`src/rtl/slot_pkg.sv`:
```
package slot_pkg;

  typedef enum logic [1:0] {
    OP_NONE  = 2'b00,
    OP_RESET = 2'b01,
    OP_WRITE = 2'b10,
    OP_READ  = 2'b11
  } slot_op_e;

  typedef enum logic [2:0] {
    ST_IDLE,
    ST_RST_LOW,
    ST_RST_LISTEN,
    ST_SLOT,
    ST_RECOVER
  } slot_state_e;

  function automatic int max2(input int a, input int b);
    return (a > b) ? a : b;
  endfunction

endpackage

```
`src/rtl/us_tick_gen.sv`:
```
module us_tick_gen #(
  parameter int CLK_PER_US = 125
) (
  input  logic clk,
  input  logic rst,
  input  logic restart,
  output logic tick
);
  localparam int DW = (CLK_PER_US > 1) ? $clog2(CLK_PER_US) : 1;
  localparam logic [DW-1:0] LAST = DW'(CLK_PER_US - 1);

  logic [DW-1:0] div_q;

  always_ff @(posedge clk) begin
    if (rst || restart) begin
      div_q <= '0;
    end else if (div_q == LAST) begin
      div_q <= '0;
    end else begin
      div_q <= div_q + 1'b1;
    end
  end

  assign tick = (div_q == LAST) && !restart;
endmodule

```
`src/rtl/bus_sync.sv`:
```
module bus_sync #(
  parameter int STAGES = 2
) (
  input  logic clk,
  input  logic rst,
  input  logic din,
  output logic dout
);
  logic [STAGES-1:0] chain_q;

  genvar g;
  generate
    for (g = 0; g < STAGES; g++) begin : g_stage
      if (g == 0) begin : g_first
        always_ff @(posedge clk) begin
          if (rst) chain_q[0] <= 1'b1;
          else     chain_q[0] <= din;
        end
      end else begin : g_next
        always_ff @(posedge clk) begin
          if (rst) chain_q[g] <= 1'b1;
          else     chain_q[g] <= chain_q[g-1];
        end
      end
    end
  endgenerate

  assign dout = chain_q[STAGES-1];
endmodule

```
`src/rtl/slot_sequencer.sv`:
```
module slot_sequencer
  import slot_pkg::*;
#(
  parameter int T_RST_LOW     = 480,
  parameter int T_PRES_SAMPLE = 70,
  parameter int T_RST_TAIL    = 410,
  parameter int T_W1_LOW      = 6,
  parameter int T_W0_LOW      = 60,
  parameter int T_RD_LOW      = 2,
  parameter int T_RD_SAMPLE   = 13,
  parameter int T_SLOT        = 60,
  parameter int T_REC         = 5
) (
  input  logic       clk,
  input  logic       rst,
  input  logic       cmd_valid,
  input  logic [1:0] cmd_op,
  input  logic       cmd_wbit,
  input  logic       spu_req,
  input  logic       tick,
  input  logic       line_s,
  output logic       tick_restart,
  output logic       pull_low,
  output logic       busy,
  output logic       done,
  output logic       presence,
  output logic       rd_bit,
  output logic       spu_en
);
  localparam int MAX_US = max2(max2(T_RST_LOW, T_PRES_SAMPLE + T_RST_TAIL),
                               max2(T_SLOT, T_REC));
  localparam int USW = $clog2(MAX_US + 1);

  localparam logic [USW-1:0] K_RST_END  = USW'(T_RST_LOW - 1);
  localparam logic [USW-1:0] K_PRES_AT  = USW'(T_PRES_SAMPLE - 1);
  localparam logic [USW-1:0] K_LIS_END  = USW'(T_PRES_SAMPLE + T_RST_TAIL - 1);
  localparam logic [USW-1:0] K_W1_END   = USW'(T_W1_LOW - 1);
  localparam logic [USW-1:0] K_W0_END   = USW'(T_W0_LOW - 1);
  localparam logic [USW-1:0] K_RD_END   = USW'(T_RD_LOW - 1);
  localparam logic [USW-1:0] K_RD_AT    = USW'(T_RD_SAMPLE - 1);
  localparam logic [USW-1:0] K_SLOT_END = USW'(T_SLOT - 1);
  localparam logic [USW-1:0] K_REC_END  = USW'(T_REC - 1);

  slot_state_e    state_q;
  logic [USW-1:0] us_q;
  logic [USW-1:0] low_end_q;
  logic           is_read_q;
  slot_op_e       op_in;
  logic           accept;

  assign op_in        = slot_op_e'(cmd_op);
  assign accept       = (state_q == ST_IDLE) && cmd_valid && (op_in != OP_NONE);
  assign tick_restart = accept;

  always_ff @(posedge clk) begin
    if (rst) begin
      state_q   <= ST_IDLE;
      us_q      <= '0;
      low_end_q <= '0;
      is_read_q <= 1'b0;
      pull_low  <= 1'b0;
      busy      <= 1'b0;
      done      <= 1'b0;
      presence  <= 1'b0;
      rd_bit    <= 1'b0;
      spu_en    <= 1'b0;
    end else begin
      done <= 1'b0;
      unique case (state_q)
        ST_IDLE: begin
          spu_en <= spu_req;
          if (accept) begin
            busy     <= 1'b1;
            pull_low <= 1'b1;
            us_q     <= '0;
            unique case (op_in)
              OP_RESET: begin
                state_q   <= ST_RST_LOW;
                is_read_q <= 1'b0;
              end
              OP_WRITE: begin
                state_q   <= ST_SLOT;
                is_read_q <= 1'b0;
                low_end_q <= cmd_wbit ? K_W1_END : K_W0_END;
              end
              default: begin
                state_q   <= ST_SLOT;
                is_read_q <= 1'b1;
                low_end_q <= K_RD_END;
              end
            endcase
          end
        end

        ST_RST_LOW: begin
          if (tick) begin
            if (us_q == K_RST_END) begin
              pull_low <= 1'b0;
              us_q     <= '0;
              state_q  <= ST_RST_LISTEN;
            end else begin
              us_q <= us_q + 1'b1;
            end
          end
        end

        ST_RST_LISTEN: begin
          if (tick) begin
            if (us_q == K_PRES_AT) begin
              presence <= ~line_s;
            end
            if (us_q == K_LIS_END) begin
              state_q <= ST_IDLE;
              busy    <= 1'b0;
              done    <= 1'b1;
              us_q    <= '0;
            end else begin
              us_q <= us_q + 1'b1;
            end
          end
        end

        ST_SLOT: begin
          if (tick) begin
            if (us_q == low_end_q) begin
              pull_low <= 1'b0;
            end
            if (is_read_q && (us_q == K_RD_AT)) begin
              rd_bit <= line_s;
            end
            if (us_q == K_SLOT_END) begin
              state_q <= ST_RECOVER;
              us_q    <= '0;
            end else begin
              us_q <= us_q + 1'b1;
            end
          end
        end

        ST_RECOVER: begin
          if (tick) begin
            if (us_q == K_REC_END) begin
              state_q <= ST_IDLE;
              busy    <= 1'b0;
              done    <= 1'b1;
              us_q    <= '0;
            end else begin
              us_q <= us_q + 1'b1;
            end
          end
        end

        default: begin
          state_q  <= ST_IDLE;
          busy     <= 1'b0;
          pull_low <= 1'b0;
        end
      endcase
    end
  end
endmodule

```
`src/rtl/slot_master.sv`:
```
module slot_master #(
  parameter int CLK_PER_US    = 125,
  parameter int SYNC_STAGES   = 2,
  parameter int T_RST_LOW     = 480,
  parameter int T_PRES_SAMPLE = 70,
  parameter int T_RST_TAIL    = 410,
  parameter int T_W1_LOW      = 6,
  parameter int T_W0_LOW      = 60,
  parameter int T_RD_LOW      = 2,
  parameter int T_RD_SAMPLE   = 13,
  parameter int T_SLOT        = 60,
  parameter int T_REC         = 5
) (
  input  logic       clk,
  input  logic       rst,
  input  logic       cmd_valid,
  input  logic [1:0] cmd_op,
  input  logic       cmd_wbit,
  input  logic       spu_req,
  input  logic       bus_in,
  output logic       bus_pull_low,
  output logic       busy,
  output logic       done,
  output logic       presence,
  output logic       rd_bit,
  output logic       spu_en
);
  logic tick;
  logic tick_restart;
  logic line_s;

  us_tick_gen #(
    .CLK_PER_US(CLK_PER_US)
  ) u_tick (
    .clk    (clk),
    .rst    (rst),
    .restart(tick_restart),
    .tick   (tick)
  );

  bus_sync #(
    .STAGES(SYNC_STAGES)
  ) u_sync (
    .clk (clk),
    .rst (rst),
    .din (bus_in),
    .dout(line_s)
  );

  slot_sequencer #(
    .T_RST_LOW    (T_RST_LOW),
    .T_PRES_SAMPLE(T_PRES_SAMPLE),
    .T_RST_TAIL   (T_RST_TAIL),
    .T_W1_LOW     (T_W1_LOW),
    .T_W0_LOW     (T_W0_LOW),
    .T_RD_LOW     (T_RD_LOW),
    .T_RD_SAMPLE  (T_RD_SAMPLE),
    .T_SLOT       (T_SLOT),
    .T_REC        (T_REC)
  ) u_seq (
    .clk         (clk),
    .rst         (rst),
    .cmd_valid   (cmd_valid),
    .cmd_op      (cmd_op),
    .cmd_wbit    (cmd_wbit),
    .spu_req     (spu_req),
    .tick        (tick),
    .line_s      (line_s),
    .tick_restart(tick_restart),
    .pull_low    (bus_pull_low),
    .busy        (busy),
    .done        (done),
    .presence    (presence),
    .rd_bit      (rd_bit),
    .spu_en      (spu_en)
  );
endmodule

```
`config.mk`:
```
export PLATFORM = sky130hd
export DESIGN_NAME = slot_master
export DESIGN_NICKNAME = d
export VERILOG_FILES = /design/src/rtl/slot_pkg.sv /design/src/rtl/us_tick_gen.sv /design/src/rtl/bus_sync.sv /design/src/rtl/slot_sequencer.sv /design/src/rtl/slot_master.sv
export SDC_FILE = /design/constraint.sdc
export NUM_CORES = 1
export LEC_CHECK = 0
export BUFFER_PORTS_ARGS = -buffer_cell sky130_fd_sc_hd__buf_2
export CORE_MARGIN = 2
export CORE_UTILIZATION = 59
export CTS_CLUSTER_DIAMETER = 40
export CTS_CLUSTER_SIZE = 24
export DETAILED_ROUTE_END_ITERATION = 12
export MAX_ROUTING_LAYER = met4
export PLACE_DENSITY = 0.79
export SETUP_SLACK_MARGIN = 0.4
export SYNTH_ARGS = -nofsm -noshare
export SYNTH_HDL_FRONTEND = slang
export SYNTH_SLANG_ARGS = --single-unit
```
`constraint.sdc`:
```
create_clock -name clk -period 3.1 [get_ports clk]
set_input_delay 0 -clock clk [delete_from_list [all_inputs] [get_ports clk]]
set_output_delay 0 -clock clk [all_outputs]
set_load 0.05 [all_outputs]
```
==> flow_summary.toml, run 1 <==
[routing]
drt-pass1-iter-count = 5
drt_iter0_drc = 98
route.antenna.remaining_nets = 0
route.vias.total = 1654
drcViolationCount = 0
postRouteWirelength_um = 4026
vias_per_cell = 6.411
drt-wirelength-per-cell_um = 15.60

[power_and_ir_drop]
switching_share_of_power_pct = 34.51
pwr-share-comb_pct = 24.8
vdd.ir_drop.worst_uv = 330.2
leakage_nw = 0.7044
p_switching_mw = 0.3124
pwr-share-clk_pct = 25.7
seq_power_share_pct = 49.5
internal-power_mw = 0.5927
power.density_nw_per_um2 = 476.2

[floorplan]
ioPinCount = 14
chipWidth_um = 59.07
effective_utilization_at_floorplan_pct = 63.25
design.core.area_um2 = 2829
fp.dieH_um = 59.07
floorplan.rows = 19
die-area_um2 = 3489

[clock_tree]
cts_hold_repair.buffers = 3
clkSlewWorstSetupHoldPaths_ps = 100
cts_inserted_buffers = 5
htree_num_levels = 2
clock-root-buffer = "sky130_fd_sc_hd__clkbuf_4"
clk_path_buf_depth = 2
post_cts.resized_instances = 0
insertion_delay_ps = 350
cts_tree = "yes"
post_cts_setup_buffer_count = 0
tritoncts_sinks = 31

[worst_setup_path]
family_with_the_most_delay_on_the_worst_path = "simple AND/OR/NAND/NOR gates"
crit_chain = "or3_4 -> nor3b_2 -> a31oi_1 -> or3_1 -> o311ai_0"
crit_path_end_kind = "flop"
setup.worst_path.start_class = "flop"
classification_of_the_worst_setup_path = "flop to flop"
worstSetupPathDepth = 5
timing.critical_path.required_ps = 3340
largest_stage_delay_on_the_critical_path_ps = 490
crit_path_top_delay_cell = "sky130_fd_sc_hd__or3_1"
r2r.worst_path.cells = 5
timing.critical_path.arrival_ps = 2710
crit_buf_inv = 0
worstPathMaxFanout = 11

[finish]
num-nets-final = 242
antennaDiodeCount = 0
drive_gt1_share_pct = 14.54
final_common_cell = "sky130_fd_sc_hd__dfxtp_1"
seq_area_um2 = 620.6
most-common-layout-cells = "31 x sky130_fd_sc_hd__dfxtp_1, 23 x sky130_fd_sc_hd__nor2_1, 21 x sky130_fd_sc_hd__nand3_1, 15 x sky130_fd_sc_hd__nand2_1, 13 x sky130_fd_sc_hd__buf_2"
relative_area_change_from_synthesis_to_final_layout_pct = 6.224
multi_input_combinational_cell_area_um2 = 1047
fillerInstances = 241
layoutNonFillerInstCount = 258

[sta]
slew_headroom_pct = 40.91
clock-skew-final_ps = 12.86
hold_ws_ps = 73.28
max_freq_mhz = 404.9
final_setup_tns_ps = 0
setup-violations-final = 0
grt_setup_unrepaired = "false"
final.period_utilization_pct = 79.66
post-route-worst-setup-slack_ps = 630.5
worstMarginPinSlew_ps = 882.2
layout_min_cycle_time_ps = 2469
finalMaxSlewViolations = 0
timing.final.hold_violations = 0

[synth]
synth_nets = 228
post_synthesis_async_set_or_reset_flop_share_pct = 0
sequential_cell_area_fraction_in_the_yosys_report_pct = 34.69
synth_edf_count = 0
synth.distinct_cells = 50
ys.flop_type = "sky130_fd_sc_hd__dfxtp_1"
synthesis.area_per_instance_um2 = 8.440
syn_area_um2 = 1789
synth.yosys.warnings = 0
seq_cells_post_synth = 31
netlist_instances = 212

[worst_hold_path]
worstHoldPathType = "primary input to flop"
min_delay_path_depth = 2

[grt]
initial_antenna_violation_count = 0
number_of_global_route_vias_before_repair = 1482
grt_pass1_wl_um = 6796
grt_start_max_net_pins = 29
grt-ovfl-total = 0
grt_use_total_pct = 26.63

[placement]
placedCellCount = 247
dpl_worst_slack_ps = 662.2
place_congestion = 0.9493
port_buffers = 13
post-dp-hpwl_um = 2927

[flow_run]
max_cap_viol_count = 0

[status]
run_status = "finished clean"
## registers in the layout, indices dropped and copies added (netlist names), 3 cells and up
signal and count:
u_seq.us_q 9, u_tick.div_q 7, u_seq.low_end_q 3, u_seq.state_q 3
## cell type report
cell class | instances | share of cell area (%)
Sequential cell | 31 | 32.65
Multi-Input combinational cell | 159 | 55.10
Clock inverter | 1 | 0.2633
Tap cell | 31 | 2.041
Inverter | 13 | 2.567
Timing Repair Buffer | 16 | 5.003
Clock buffer | 7 | 2.370
## cell usage after synthesis (4+ instances only)
cell type / number / area [um2]
sky130_fd_sc_hd__buf_6: 4 / 45.04
sky130_fd_sc_hd__or4_1: 5 / 37.54
sky130_fd_sc_hd__nand2_1: 15 / 56.30
sky130_fd_sc_hd__inv_1: 12 / 45.04
sky130_fd_sc_hd__a31oi_1: 5 / 31.28
sky130_fd_sc_hd__nor3_1: 6 / 30.03
sky130_fd_sc_hd__nor2_1: 23 / 86.33
sky130_fd_sc_hd__ha_1: 8 / 100.1
sky130_fd_sc_hd__nand3_1: 21 / 105.1
sky130_fd_sc_hd__o21ai_0: 5 / 25.02
sky130_fd_sc_hd__a21oi_1: 11 / 55.05
sky130_fd_sc_hd__nand4_1: 4 / 25.02
sky130_fd_sc_hd__dfxtp_1: 31 / 620.6
sky130_fd_sc_hd__xnor2_1: 5 / 43.79
## power groups by stage
stage | logic (mW) | registers (mW) | clock network, mW
6_report | 0.224 | 0.448 | 0.233
5_1_grt | 0.243 | 0.452 | 0.251
4_1_cts | 0.222 | 0.447 | 0.235
3_5_place_dp | 0.217 | 0.456 | 0
3_3_place_gp | 0.211 | 0.454 | 0
2_1_floorplan | 0.167 | 0.464 | 0
## logic make-up after synthesis
group / Yosys count / synth area share [%]
and+or+nand+nor: 98 / 29.86
AOI/OAI and AO/OA: 41 / 16.85
DFF: 31 / 34.69
buffers and inverters: 22 / 6.782
xor gates and xnor gates: 8 / 3.916
adders and majority gates: 8 / 5.595
muxes: 4 / 2.308
## layer usage
metal	vias to the layer above	GRT usage [%]	wire, um
met5	-	-	0
met4	0	12.66	96
met3	11	7.860	354
met2	102	40.16	1876
met1	741	32.52	1699
li1	800	-	-
## worst paths after layout
check                                              startpoint                          to  slack [ps]
worst max-delay path            u_seq.state_q[2]$_SDFFE_PP0P_  u_seq.us_q[3]$_SDFFE_PP0P_         630
worst max register to register  u_seq.state_q[2]$_SDFFE_PP0P_  u_seq.us_q[3]$_SDFFE_PP0P_         630
worst min register to register   u_sync.chain_q[0]$_SDFF_PP1_      u_sync.dout$_SDFF_PP1_         420
worst min-delay path                                      rst   u_seq.spu_en$_SDFFE_PP0P_          70
## worst reg2reg max path, cell delays in order, from the launching register on
cell and delay, ps:
sky130_fd_sc_hd__dfxtp_1 450, sky130_fd_sc_hd__or3_4 470, sky130_fd_sc_hd__nor3b_2 340, sky130_fd_sc_hd__a31oi_1 260
sky130_fd_sc_hd__or3_1 500, sky130_fd_sc_hd__o311ai_0 340
## metrics by stage
| step | instance area, um2 | power [mW] | utilization (%) |
|---|---|---|---|
| 2_1_floorplan | 1789 | 0.6310 | - |
| 3_3_place_gp | 1821 | 0.6652 | 64.35 |
| 3_5_place_dp | 1821 | 0.6734 | 64.35 |
| 4_1_cts | 1901 | 0.9049 | 67.18 |
| 5_1_grt | 1901 | 0.9464 | 67.18 |
| 6_report | 1901 | 0.9051 | 67.18 |
No activity file was read; power rests on OpenSTA's default activity.
==> run 2, diff against run 1 <==
ABC_AREA = 1   (was default)
CORE_UTILIZATION = 53   (was 59)
PLACE_DENSITY = 0.74   (was 0.79)
clock period = 2 ns   (was 3.1 ns; I/O delays follow)
==> run 2 against run 1 <==
- clock power increased by 130%
- clock skew barely moved
- first-iteration DRC count is 7.1% lower
- critical path type unchanged
==> flow_summary.toml, run 2 <==
[power_and_ir_drop]
power.density_nw_per_um2 = 1066
leakage_nw = 1.061
vdd.ir_drop.worst_uv = 706.8

[worst_setup_path]
timing.critical_path.required_ps = 2230
family_with_the_most_delay_on_the_worst_path = "simple AND/OR/NAND/NOR gates"
worstPathMaxFanout = 7
setup.worst_path.start_class = "flop"
crit_path_end_kind = "flop"
classification_of_the_worst_setup_path = "flop to flop"
timing.critical_path.arrival_ps = 1830
largest_stage_delay_on_the_critical_path_ps = 420
crit_chain = "ha_4 -> nand3_4 -> nor2_4 -> nand2_2 -> nand2_1 -> nand3_2 -> o21ai_4 -> nor2_1"
crit_path_top_delay_cell = "sky130_fd_sc_hd__dfxtp_4"
crit_buf_inv = 0

[flow_run]
max_cap_viol_count = 0

[sta]
finalMaxSlewViolations = 0
clock-skew-final_ps = 12.57
worstMarginPinSlew_ps = 473.8
final_setup_tns_ps = 0
layout_min_cycle_time_ps = 1596
final.period_utilization_pct = 79.80
setup-violations-final = 0
timing.final.hold_violations = 0
max_freq_mhz = 626.6
slew_headroom_pct = 68.38
grt_setup_unrepaired = "true"
hold_ws_ps = 42.52

[floorplan]
fp.dieH_um = 63.27
design.core.area_um2 = 3363
chipWidth_um = 63.27
die-area_um2 = 4003
effective_utilization_at_floorplan_pct = 55.36
ioPinCount = 14
floorplan.rows = 21

[grt]
grt_pass1_wl_um = 6900
number_of_global_route_vias_before_repair = 1577
grt-ovfl-total = 0
grt_start_max_net_pins = 14
initial_antenna_violation_count = 0
grt_use_total_pct = 22.38

[finish]
num-nets-final = 318
drive_gt1_share_pct = 34.32
largestRegisters = "u_seq.us_q x9, u_tick.div_q x7"
flip_flop_count_of_the_largest_register_all_copies_and_words_added = 9
fillerInstances = 272
relative_area_change_from_synthesis_to_final_layout_pct = 27.42
multi_input_combinational_cell_area_um2 = 1225
final_common_cell = "sky130_fd_sc_hd__nand2_1"
most-common-layout-cells = "48 x sky130_fd_sc_hd__nand2_1, 43 x sky130_fd_sc_hd__nor2_1, 22 x sky130_fd_sc_hd__inv_1, 22 x sky130_fd_sc_hd__dfxtp_1, 18 x sky130_fd_sc_hd__nand3_1"
antennaDiodeCount = 0
most_flop_heavy_register = "u_seq.us_q"
final_util_pct = 70.54
layoutNonFillerInstCount = 349
seq_area_um2 = 636.9

[synth]
synth_area_leaders = "sky130_fd_sc_hd__dfxtp_1 33%, sky130_fd_sc_hd__nand2_1 11%, sky130_fd_sc_hd__nor2_1 9.1%, sky130_fd_sc_hd__nand3_1 5.6%, sky130_fd_sc_hd__ha_1 5.4%"
netlist_instances = 264
post_synthesis_async_set_or_reset_flop_share_pct = 0
synthesis.area_per_instance_um2 = 7.052
most_common_cell_in_the_netlist = "sky130_fd_sc_hd__nand2_1"
synth_nets = 280
proportion_of_netlist_area_held_by_the_largest_area_contributor_pct = 33.33
post_synth_most_frequent_cells = "55 x sky130_fd_sc_hd__nand2_1, 45 x sky130_fd_sc_hd__nor2_1, 31 x sky130_fd_sc_hd__dfxtp_1, 26 x sky130_fd_sc_hd__inv_1, 21 x sky130_fd_sc_hd__nand3_1"
syn_area_um2 = 1862
ys.flop_type = "sky130_fd_sc_hd__dfxtp_1"
synth.distinct_cells = 32
yosys.area.top_type = "sky130_fd_sc_hd__dfxtp_1"
seq_cells_post_synth = 31
synth_edf_count = 0
sequential_cell_area_fraction_in_the_yosys_report_pct = 33.33
synth.yosys.warnings = 0

[clock_tree]
clkSlewWorstSetupHoldPaths_ps = 100
clock-root-buffer = "sky130_fd_sc_hd__clkbuf_4"
htree_num_levels = 2
cts_inserted_buffers = 5
clk_path_buf_depth = 2
tritoncts_sinks = 31
insertion_delay_ps = 350
cts_tree = "yes"

[routing]
drcViolationCount = 0
drt_iter0_drc = 91
postRouteWirelength_um = 4567
drt-wirelength-per-cell_um = 13.09
route.vias.total = 1766
vias_per_cell = 5.060
route.antenna.remaining_nets = 0
drt-pass1-iter-count = 4

[worst_hold_path]
worstHoldPathType = "primary input to flop"

[placement]
place_congestion = 0.9419
port_buffers = 13
post-dp-hpwl_um = 2888
placedCellCount = 322

[status]
run_status = "finished clean"
## run 2: cell types whose count changed in the layout (fill, tap and decap cells not counted), sizes merged, moves of 5 or more
cell / previous run / this run
nand2: 15 / 66
or4: 5 / 0
inv: 12 / 37
buf: 13 / 26
nor2: 23 / 50
o21ai: 5 / 12
## run 2: routing by layer
layer	GRT usage [%]	share of wire, %	vias up
li1	-	-	909
met1	26.95	44	794
met2	36.97	49	51
met3	5.357	5.0	12
met4	7.337	2.0	0
met5	-	0	-
## run 2: what timing repair did
item                       CTS  global route
hold endpoints to repair     7             0
gates resized for setup     10            35
pin swaps                    3            18
setup endpoints to repair   13            14
hold buffers                 5             0
buffers inserted             1            12
cloned                       0             1
## run 2: stage by stage
step	power, mW	area (um2)	worst slack (ps)
floorplan	1.558	1862	437.1
global placement	1.725	1977	297.5
detailed placement	1.728	1977	227.5
CTS	2.290	2147	400.8
global route	2.706	2372	292.1
finish	2.529	2372	404.0
## run 2: where the power goes
part           switching (mW)  total (mW)  internal (mW)
Clock                   0.235       0.530          0.295
Sequential             0.0859       0.789          0.703
Combinational           0.762        1.21          0.448
Total                    1.08        2.53           1.45
## run 2: final cells by class
type	instances	share of cell area, %
Timing Repair Buffer	31	9.283
Tap cell	46	2.426
Clock inverter	2	1.477
Clock buffer	6	2.162
Multi-Input combinational cell	196	51.63
Inverter	37	6.171
Sequential cell	31	26.85
## run 2: worst min-delay path: cells and delay by family
| family | cells | cell delay [ps] |
|---|---|---|
| AOI/OAI and AO/OA | 1 | 50 |
| buffers and inverters | 2 | 170 |
| adders and majority gates | 1 | 120 |
## run 2: kinds of logic after synthesis
kind of cell             Yosys count  synth area share (%)
XOR/XNOR                           7                 3.293
buffers and inverters             38                 8.131
flip-flops                        31                 33.33
AND/OR/NAND/NOR                  154                 40.59
AO/OA/AOI/OAI                     26                 9.274
adder cells (fa/ha/maj)            8                 5.377
## run 2: final timing paths
path	slack, ps	end	startpoint	cells past startpoint
worst min-delay path	40	u_seq.is_read_q$_SDFFE_PP0P_	cmd_op[1]	4
worst max register to register	400	u_seq.us_q[0]$_SDFFE_PP0P_	u_seq.us_q[0]$_SDFFE_PP0P_	8
worst max-delay path	400	u_seq.us_q[0]$_SDFFE_PP0P_	u_seq.us_q[0]$_SDFFE_PP0P_	8
worst min register to register	430	u_sync.dout$_SDFF_PP1_	u_sync.chain_q[0]$_SDFF_PP1_	1
